[config.mk]
export PLATFORM = sky130hd
export DESIGN_NAME = intr_status_combiner
export DESIGN_NICKNAME = d
export VERILOG_FILES = /design/src/rtl/intr_comb_pkg.sv /design/src/rtl/icomb_wr_decode.sv /design/src/rtl/icomb_chan_flag.sv /design/src/rtl/icomb_irq_out.sv /design/src/rtl/intr_status_combiner.sv
export SDC_FILE = /design/constraint.sdc
export NUM_CORES = 1
export LEC_CHECK = 0
export BUFFER_PORTS_ARGS = -buffer_cell sky130_fd_sc_hd__buf_2
export CELL_PAD_IN_SITES_DETAIL_PLACEMENT = 1
export CELL_PAD_IN_SITES_GLOBAL_PLACEMENT = 1
export CORE_MARGIN = 5
export CORE_UTILIZATION = 18
export DETAILED_ROUTE_END_ITERATION = 10
export PLACE_DENSITY_LB_ADDON = 0.05
export SLEW_MARGIN = 40
export SYNTH_ARGS = -nofsm -noshare
export SYNTH_HDL_FRONTEND = slang
export SYNTH_SLANG_ARGS = --single-unit
[constraint.sdc]
create_clock -name clk -period 2.55 [get_ports clk]
set_input_delay 0.51 -clock clk [delete_from_list [all_inputs] [get_ports clk]]
set_output_delay 0.51 -clock clk [all_outputs]
set_load 0.01 [all_outputs]
[src/rtl/intr_comb_pkg.sv]
package intr_comb_pkg;
  localparam int NCH = 2;

  localparam logic [7:0] LEG0_OFS = 8'h50;
  localparam logic [7:0] LEG1_OFS = 8'h57;
  localparam logic [7:0] SUM_OFS  = 8'h71;

  localparam int LEG0_BIT = 2;
  localparam int LEG1_BIT = 4;
  localparam int SUMF_LSB = 2;  // flags at bits 3:2 of the summary byte
  localparam int SUMB_LSB = 4;  // blocks at bits 5:4 of the summary byte

  // Combined interrupt level from flags and block bits.
  function automatic logic irq_calc(input logic [NCH-1:0] f, input logic [NCH-1:0] b);
    return |(f & ~b);
  endfunction

  // Byte seen at a given offset.
  function automatic logic [7:0] reg_view(input logic [7:0] ofs,
                                          input logic [NCH-1:0] f,
                                          input logic [NCH-1:0] b);
    logic [7:0] v;
    v = '0;
    case (ofs)
      LEG0_OFS: v[LEG0_BIT] = f[0];
      LEG1_OFS: v[LEG1_BIT] = f[1];
      SUM_OFS: begin
        v[SUMF_LSB +: NCH] = f;
        v[SUMB_LSB +: NCH] = b;
      end
      default: v = '0;
    endcase
    return v;
  endfunction
endpackage

[src/rtl/icomb_wr_decode.sv]
module icomb_wr_decode
  import intr_comb_pkg::*;
#(
  parameter int LANES  = 4,
  parameter int ADDR_W = 8,
  localparam int LANE_W = $clog2(LANES),
  localparam int WORD_W = ADDR_W - LANE_W
) (
  input  logic                 wr_en_i,
  input  logic [WORD_W-1:0]    wr_word_i,
  input  logic [LANES-1:0]     wr_be_i,
  input  logic [8*LANES-1:0]   wr_data_i,
  output logic [NCH-1:0]       clr_req_o,
  output logic                 blk_we_o,
  output logic [NCH-1:0]       blk_wdata_o
);
  always_comb begin
    clr_req_o   = '0;
    blk_we_o    = 1'b0;
    blk_wdata_o = '0;
    for (int l = 0; l < LANES; l++) begin
      logic [ADDR_W-1:0] ofs;
      logic [7:0]        byte_v;
      ofs    = {wr_word_i, LANE_W'(l)};
      byte_v = wr_data_i[8*l +: 8];
      if (wr_en_i && wr_be_i[l]) begin
        if (ofs == LEG0_OFS && byte_v[LEG0_BIT]) clr_req_o[0] = 1'b1;
        if (ofs == LEG1_OFS && byte_v[LEG1_BIT]) clr_req_o[1] = 1'b1;
        if (ofs == SUM_OFS) begin
          for (int c = 0; c < NCH; c++)
            if (byte_v[SUMF_LSB + c]) clr_req_o[c] = 1'b1;
          blk_we_o    = 1'b1;
          blk_wdata_o = byte_v[SUMB_LSB +: NCH];
        end
      end
    end
  end
endmodule

[src/rtl/icomb_chan_flag.sv]
module icomb_chan_flag (
  input  logic clk,
  input  logic rst_n,
  input  logic level_i,
  input  logic clr_i,
  output logic flag_o
);
  logic prev_q, flag_q;
  logic rise_evt, fall_evt;

  assign rise_evt = level_i & ~prev_q;
  assign fall_evt = ~level_i & prev_q;

  always_ff @(posedge clk or negedge rst_n) begin
    if (!rst_n) begin
      prev_q <= 1'b0;
      flag_q <= 1'b0;
    end else begin
      prev_q <= level_i;
      if (rise_evt)                flag_q <= 1'b1;
      else if (fall_evt || clr_i)  flag_q <= 1'b0;
    end
  end

  assign flag_o = flag_q;


  rise_sets_chk: assert property (@(posedge clk) disable iff (!rst_n)
    rise_evt |=> flag_q);

  fall_clears_chk: assert property (@(posedge clk) disable iff (!rst_n)
    fall_evt |=> !flag_q);

  ack_clears_chk: assert property (@(posedge clk) disable iff (!rst_n)
    (clr_i && !rise_evt) |=> !flag_q);

  rise_wins_chk: assert property (@(posedge clk) disable iff (!rst_n)
    (clr_i && rise_evt) |=> flag_q);

  no_write_set_chk: assert property (@(posedge clk) disable iff (!rst_n)
    !rise_evt |=> !$rose(flag_q));
endmodule

[src/rtl/icomb_irq_out.sv]
module icomb_irq_out
  import intr_comb_pkg::*;
(
  input  logic           clk,
  input  logic           rst_n,
  input  logic [NCH-1:0] flags_i,
  input  logic [NCH-1:0] blocks_i,
  output logic           irq_o
);
  logic irq_q;

  always_ff @(posedge clk or negedge rst_n) begin
    if (!rst_n) irq_q <= 1'b0;
    else        irq_q <= irq_calc(flags_i, blocks_i);
  end

  assign irq_o = irq_q;


  ch0_raise_chk: assert property (@(posedge clk) disable iff (!rst_n)
    (flags_i[0] && !blocks_i[0]) |=> irq_o);

  ch1_raise_chk: assert property (@(posedge clk) disable iff (!rst_n)
    (flags_i[1] && !blocks_i[1]) |=> irq_o);

  quiet_low_chk: assert property (@(posedge clk) disable iff (!rst_n)
    ((flags_i & ~blocks_i) == '0) |=> !irq_o);
endmodule

[src/rtl/intr_status_combiner.sv]
module intr_status_combiner
  import intr_comb_pkg::*;
#(
  parameter int LANES  = 4,
  parameter int ADDR_W = 8,
  localparam int LANE_W = $clog2(LANES),
  localparam int WORD_W = ADDR_W - LANE_W
) (
  input  logic                 clk,
  input  logic                 rst_n,
  input  logic [NCH-1:0]       chan_level_i,
  input  logic                 wr_en_i,
  input  logic [WORD_W-1:0]    wr_word_i,
  input  logic [LANES-1:0]     wr_be_i,
  input  logic [8*LANES-1:0]   wr_data_i,
  input  logic [ADDR_W-1:0]    rd_addr_i,
  output logic [7:0]           rd_data_o,
  output logic                 irq_o
);
  logic [NCH-1:0] clr_req;
  logic           blk_we;
  logic [NCH-1:0] blk_wdata;
  logic [NCH-1:0] blk_q;
  logic [NCH-1:0] flags;

  icomb_wr_decode #(.LANES(LANES), .ADDR_W(ADDR_W)) dec_i (
    .wr_en_i     (wr_en_i),
    .wr_word_i   (wr_word_i),
    .wr_be_i     (wr_be_i),
    .wr_data_i   (wr_data_i),
    .clr_req_o   (clr_req),
    .blk_we_o    (blk_we),
    .blk_wdata_o (blk_wdata)
  );

  for (genvar c = 0; c < NCH; c++) begin : g_ch
    icomb_chan_flag flag_i (
      .clk     (clk),
      .rst_n   (rst_n),
      .level_i (chan_level_i[c]),
      .clr_i   (clr_req[c]),
      .flag_o  (flags[c])
    );
  end

  always_ff @(posedge clk or negedge rst_n) begin
    if (!rst_n)      blk_q <= '0;
    else if (blk_we) blk_q <= blk_wdata;
  end

  icomb_irq_out irq_i (
    .clk      (clk),
    .rst_n    (rst_n),
    .flags_i  (flags),
    .blocks_i (blk_q),
    .irq_o    (irq_o)
  );

  assign rd_data_o = reg_view(rd_addr_i, flags, blk_q);


  blk_load_chk: assert property (@(posedge clk) disable iff (!rst_n)
    blk_we |=> (blk_q == $past(blk_wdata)));

  blk_hold_chk: assert property (@(posedge clk) disable iff (!rst_n)
    !blk_we |=> $stable(blk_q));
endmodule

==> results of run 1 <==
==> per-stage QoR <==
step	setup WS, ns	hold slack (ns)	cells	utilization	power [mW]
6_report	0.692	0.0871	109	0.280	0.285
5_1_grt	0.568	0.0809	109	0.280	0.309
4_1_cts	0.678	0.0809	109	0.280	0.295
3_5_place_dp	0.683	0.368	105	0.269	0.184
3_3_place_gp	0.654	0.363	105	0.269	0.183
2_1_floorplan	0.948	0.214	49	-	0.154
==> state kept, by name, summed over array words and instances (netlist names) <==
register and cells:
blk_q 2, irq_i.irq_o 1, g_ch.flag_i.prev_q 2, g_ch.flag_i.flag_o 2
==> kinds of logic (layout without fill, tap and decap cells) <==
group,after synthesis,count (layout),synth area share
AO/OA/AOI/OAI,8,8,0.128
AND/OR/NAND/NOR,18,18,0.251
flip-flops,7,7,0.408
XOR/XNOR,1,1,0.0204
buffers and inverters,9,41,0.114
other,1,4,0.00874
multiplexers,2,2,0.0700
==> synthesized netlist by cell type <==
cell type  number
mux2_4          2
and3_4          1
a221o_2         1
buf_4           4
nand2_1         3
nor3_1          1
nor2_1          4
a21oi_1         1
xnor2_1         1
a2111oi_0       1
o2bb2ai_1       1
inv_1           5
o22ai_1         1
nand4_1         1
conb_1          1
dfrtp_1         7
o21ai_0         3
nand4b_1        3
nor4_2          1
nand3_1         4
==> routing by layer <==
layer | vias up | part of all wire | GRT usage | wire length, um
li1 | 226 | - | - | -
met5 | - | 0 | 0 | 0
met1 | 198 | 0.46 | 0.107 | 590
met4 | 0 | 0.0062 | 0.0291 | 8
met2 | 26 | 0.41 | 0.118 | 527
met3 | 2 | 0.13 | 0.0504 | 167
==> worst max-delay path, cell delays in order <==
cell     delay (ns)
buf_2          0.09
nor3_1         0.32
nand4_1        0.17
nor2_1         0.11
buf_2          0.14
==> final cells by class <==
class | count | area share
Sequential cell | 7 | 0.277
Timing Repair Buffer | 32 | 0.253
Multi-Input combinational cell | 33 | 0.343
Clock buffer | 4 | 0.0416
Inverter | 5 | 0.0297
Tap cell | 28 | 0.0554
==> worst min-delay path by stage <==
stage | slack (ns) | end | startpoint
CTS | 0.08 | g_ch[1].flag_i.flag_o | rst_n
global placement | 0.36 | irq_i.irq_o | rst_n
detailed placement | 0.37 | irq_i.irq_o | rst_n
global route | 0.08 | irq_i.irq_o | rst_n
floorplan | 0.21 | blk_q[0] | rst_n
finish | 0.09 | g_ch[1].flag_i.flag_o | rst_n
==> power breakdown <==
| group | internal (mW) | switching, mW |
|---|---|---|
| clock | 0.0599 | 0.0440 |
| combinational | 0.0282 | 0.0271 |
| sequential | 0.121 | 0.00484 |
| total | 0.209 | 0.0759 |
==> out/qor.csv, run 1 <==
stage,metric,value,unit
outcome,status,"complete, no violations",
setup_path,Setup crit start,rd_addr_i[3],
clocking,# resized after CTS,0,
floorplanning,# IOs,64,
placed_design,GP Congestion,0.615,
setup_path,Critical Path Sink,rd_data_o[3],
floorplanning,Die H,58.8,um
drt,post-DR wirelength/cell,11.9,um
drt,drc violations,0,
synthesis,Seq cells post-synth,7,
floorplanning,total core area,0.00225,sq mm
setup_path,element type at the critical path end,primary output,
setup_path,reg-to-reg critical path endpoint,g_ch[0].flag_i.flag_o,
synthesis,Synth area leaders,"dfrtp_1 (41%), buf_4 (7.0%), mux2_4 (7.0%)",
clocking,Clock transition at path regs,0.06,ns
synthesis,Synth Cell Area,429,sq um
drt,drt initial violations,11,
synthesis,distinct cell type count after synthesis,20,
drt,via count,452,
setup_path,crit path max fanout,3,
cells_and_area,FF+latch area,175,sq um
power_and_ir_drop,PD cells,451,mW/mm^2
floorplanning,Initial Util,0.190,
sta,Pins Over Slew Limit,0,
sta,fin crit share,0.728,
global_routing,vias in the first global route,470,
setup_path,FF-to-FF path depth,2,
clocking,CTS tree,built,
floorplanning,die width,58.8,um
worst_hold_path,hold crit path type,primary input to async pin,
sta,Final setup viols,0,
synthesis,Synth Instances,46,
global_routing,largest net degree at the start of global routing,8,
sta,Final Hold Fails,0,
setup_path,CP startpoint kind,primary input,
power_and_ir_drop,VDD IR max,0.144,mV
cells_and_area,area delta synth->final,47.2,%
global_routing,initial antenna violation count,0,
power_and_ir_drop,P_leak,0.315,nW
synthesis,register area share after synthesis,0.408,
synthesis,leading area contributor after synthesis,dfrtp_1,
clocking,Post-CTS Setup Bufs,0,
drt,DRT antenna net count,0,
flow_run,Max Cap Viol,0,
clocking,clock root buffer,clkbuf_4,
cells_and_area,final-layout fill cell count,287,
global_routing,gr ovfl total,0,
clocking,Max Root-Sink Buffers,2,
setup_path,r2r startpoint,g_ch[0].flag_i.prev_q,
clocking,worst skew pair latency,0.25,ns
clocking,# hold bufs at CTS,0,
setup_path,register-to-register setup slack,1.66,ns
cells_and_area,area of the multi-input gates,216,sq um
sta,Final TNS setup,0,ns
placed_design,port bufs,32,
cells_and_area,"most common cell after layout, fill and taps aside",buf_2,
global_routing,GR Util All Layers,0.0849,
drt,Vias/cell,4.15,
clocking,H-tree levels,1,
setup_path,CP Data Arrival Time,1.35,ns
drt,drt first pass iters,4,
sta,Max Freq,538,MHz
global_routing,first-pass GRT wire length,2170,um
cells_and_area,final net count,137,
cells_and_area,antenna cells,0,
floorplanning,full die area,0.00346,sq mm
setup_path,required time worst endpoint,2.04,ns
cells_and_area,layout cell share with drive strength beyond 1,0.494,
placed_design,post-DP HPWL,1140,um
synthesis,Synth top area share,0.408,
sta,RSZ-0062 raised after global routing,false,
cells_and_area,"commonest non-fill, non-tap cells in the layout","buf_2 (32), dfrtp_1 (7), inv_1 (5)",
synthesis,Avg Inst Size Synth,9.33,sq um
sta,Tmin final,1.86,ns
setup_path,CP Class,primary input to primary output,
floorplanning,row count,17,
cells_and_area,fin area,632,sq um
drt,Post-Route WL,1290,um
clocking,TritonCTS Buffers,3,
sta,Clock Skew,0.00100,ns
placed_design,Area after DPL,606,sq um
clocking,Num Clock Sinks,7,
synthesis,Synth Warn #,0,
(Power assumes the default switching activity.)
==> inputs of run 2 (changes only) <==
--- a/config.mk
+++ b/config.mk
@@ -5,11 +5,12 @@
 export SDC_FILE = /design/constraint.sdc
 export NUM_CORES = 1
 export LEC_CHECK = 0
+export ABC_AREA = 1
 export BUFFER_PORTS_ARGS = -buffer_cell sky130_fd_sc_hd__buf_2
 export CELL_PAD_IN_SITES_DETAIL_PLACEMENT = 1
 export CELL_PAD_IN_SITES_GLOBAL_PLACEMENT = 1
 export CORE_MARGIN = 5
-export CORE_UTILIZATION = 18
+export CORE_UTILIZATION = 17
 export DETAILED_ROUTE_END_ITERATION = 10
 export PLACE_DENSITY_LB_ADDON = 0.05
 export SLEW_MARGIN = 40
==> constraint.sdc (replaced) <==
create_clock -name clk -period 1.6 [get_ports clk]
set_input_delay 0.32 -clock clk [delete_from_list [all_inputs] [get_ports clk]]
set_output_delay 0.32 -clock clk [all_outputs]
set_load 0.01 [all_outputs]
==> run 2 against run 1 <==
  * Clock power increased by 57%
  * Sequential power increased by 57%
  * Total power increased by 65%
  * Final area increased by 17%
  * First-iteration DRC count decreased by 82%
  * Synthesized cell count increased by 61%
  * Critical endpoint is now rd_data_o[4]
  * Largest cell class unchanged
  * Largest power group unchanged
==> out/qor.csv, run 2 <==
stage,metric,value,unit,change
setup_path,r2r startpoint,g_ch[0].flag_i.prev_q,,
global_routing,GR Util All Layers,0.0719,,-0.0130
placed_design,GP Congestion,0.646,,+5.0%
floorplanning,row count,20,,+3
placed_design,port bufs,32,,unchanged
clocking,Num Clock Sinks,7,,unchanged
cells_and_area,layout cell share with drive strength beyond 1,0.464,,-0.0302
setup_path,CP Data Arrival Time,1.06,ns,-0.29 ns
floorplanning,Die H,65.4,um,+11%
drt,drc violations,0,,unchanged
setup_path,Setup crit start,g_ch[1].flag_i.flag_o,,
drt,drt first pass iters,2,,-2
clocking,worst skew pair latency,0.25,ns,about the same
drt,Post-Route WL,1380,um,+6.3%
setup_path,CP startpoint kind,flop,,
cells_and_area,antenna cells,0,,unchanged
sta,Final setup viols,0,,unchanged
floorplanning,die width,65.4,um,+11%
synthesis,Synth Warn #,0,,unchanged
global_routing,first-pass GRT wire length,2370,um,+9.2%
sta,Pins Over Slew Limit,0,,unchanged
placed_design,Cells after DPL,138,,+31%
synthesis,distinct cell type count after synthesis,20,,unchanged
setup_path,crit path max fanout,2,,-1
setup_path,critical path's slowest cell,dfrtp_1,,
clocking,Clock transition at path regs,0.05,ns,about the same
drt,post-DR wirelength/cell,9.62,um,-19%
global_routing,gr ovfl total,0,,unchanged
cells_and_area,"commonest non-fill, non-tap cells in the layout","buf_2 (32), nor2_1 (11), nand2_1 (11)",,
power_and_ir_drop,overall power,469,uW,+65%
sta,worst setup margin,0.215,ns,-0.477 ns
synthesis,Post-synth EDFFs,0,,unchanged
setup_path,crit-path leading delay family,flip-flops,,
global_routing,initial antenna violation count,0,,unchanged
synthesis,Seq cells post-synth,7,,unchanged
setup_path,element type at the critical path end,primary output,,
setup_path,Crit path depth,5,,unchanged
cells_and_area,area delta synth->final,42.0,%,
cells_and_area,Non-Filler Instances,143,,+31%
floorplanning,full die area,0.00428,sq mm,+24%
synthesis,Synth area leaders,"dfrtp_1 (34%), nand2_1 (7.9%), nor2_1 (7.9%)",,
sta,Final TNS setup,0,ns,unchanged
flow_run,Max Cap Viol,0,,unchanged
synthesis,leading area contributor after synthesis,dfrtp_1,,
setup_path,FF-to-FF path depth,2,,unchanged
placed_design,Setup WS pre-CTS,0.198,ns,-0.485 ns
cells_and_area,"most common cell after layout, fill and taps aside",buf_2,,
setup_path,"most used cell, CP",nand2_1,,
synthesis,ys async rst share,1.00,,unchanged
clocking,Max Root-Sink Buffers,2,,unchanged
setup_path,register-to-register setup slack,0.82,ns,-0.84 ns
drt,drt initial violations,2,,-9
clocking,# resized after CTS,0,,unchanged
setup_path,CP max stage delay,0.34,ns,+0.02 ns
drt,Vias/cell,3.87,,-6.6%
cells_and_area,fin area,741,sq um,+17%
cells_and_area,final net count,166,,+21%
placed_design,Area after DPL,704,sq um,+16%
setup_path,required time worst endpoint,1.28,ns,-0.76 ns
power_and_ir_drop,VDD IR max,0.383,mV,+170%
drt,DRT antenna net count,0,,unchanged
worst_hold_path,hold_sp,chan_level_i[0],,
sta,RSZ-0062 raised after global routing,false,,
setup_path,CP cell instances,"nand2_1, nor3_1, nand2_1, o21ai_1, buf_2",,
clocking,CTS tree,built,,
setup_path,CP Class,flop to primary output,,
setup_path,reg-to-reg critical path endpoint,g_ch[0].flag_i.flag_o,,
drt,via count,554,,+23%
setup_path,WP buf/inv,1,,-1
floorplanning,# IOs,64,,unchanged
sta,Clock Skew,0.00229,ns,+0.00129 ns
synthesis,Post-synth top flop,dfrtp_1,,
clocking,Post-CTS Setup Bufs,0,,unchanged
synthesis,Synth Cell Area,522,sq um,+22%
setup_path,Critical Path Sink,rd_data_o[4],,
sta,Final Hold Fails,0,,unchanged
power_and_ir_drop,PD cells,633,mW/mm^2,+41%
clocking,TritonCTS Buffers,3,,unchanged
cells_and_area,final-layout fill cell count,398,,+39%
sta,fin crit share,0.866,,
global_routing,largest net degree at the start of global routing,8,,unchanged
synthesis,Avg Inst Size Synth,7.05,sq um,-24%
cells_and_area,Layout Utilization,0.247,,-0.0336
clocking,clock root buffer,clkbuf_4,,
synthesis,Synth top area share,0.336,,-0.0724
clocking,# hold bufs at CTS,1,,+1
global_routing,vias in the first global route,594,,+26%
outcome,status,"complete, no violations",,
power_and_ir_drop,P_leak,0.442,nW,+40%
synthesis,register area share after synthesis,0.336,,-0.0724
sta,worst hold slack,0.185,ns,+0.0982 ns
worst_hold_path,hold crit path type,primary input to flop,,
synthesis,Commonest cells post-synth,"nand2_1 (11), nor2_1 (11), inv_1 (10)",,
floorplanning,Initial Util,0.174,,-0.0166
synthesis,Synth Instances,74,,+61%
sta,Tmin final,1.38,ns,
placed_design,post-DP HPWL,1270,um,+11%
floorplanning,total core area,0.00300,sq mm,+33%
sta,Max Freq,722,MHz,
clocking,H-tree levels,1,,unchanged
[run 2: how the worst min path moves through the flow]
stage	endpoint	slack (ns)	cells past startpoint
2_1_floorplan	blk_q[0]	0.02	0
3_3_place_gp	irq_i.irq_o	0.17	1
3_5_place_dp	irq_i.irq_o	0.17	1
4_1_cts	g_ch[0].flag_i.prev_q	0.18	1
5_1_grt	g_ch[0].flag_i.prev_q	0.17	1
6_report	g_ch[0].flag_i.prev_q	0.19	1
[run 2: cells by family after synthesis]
group                  count (synthesis)  share of synthesized area
AOI/OAI and AO/OA                      7                     0.0767
buffers and inverters                 18                      0.158
DFF                                    7                      0.336
other                                  1                    0.00719
and+or+nand+nor                       41                      0.422
[run 2: per-layer routing]
metal | vias up | wire length [um] | track usage | part of all wire
li1 | 287 | - | - | -
met5 | - | 0 | 0 | 0
met2 | 28 | 639 | 0.121 | 0.46
met4 | 0 | 16 | 0.0155 | 0.012
met3 | 2 | 176 | 0.0359 | 0.13
met1 | 237 | 543 | 0.0813 | 0.39
[run 2: final cells by class]
cell class                      count  area, sq um  area share
Timing Repair Buffer               33          170       0.230
Clock buffer                        4         26.3      0.0355
Tap cell                           33         41.3      0.0557
Multi-Input combinational cell     52          275       0.372
Sequential cell                     7          175       0.236
Inverter                           14         52.6      0.0709
[run 2: power by group]
part,switching [mW],internal (mW)
registers,0.00531,0.192
clock network,0.0673,0.0953
logic,0.0604,0.0486
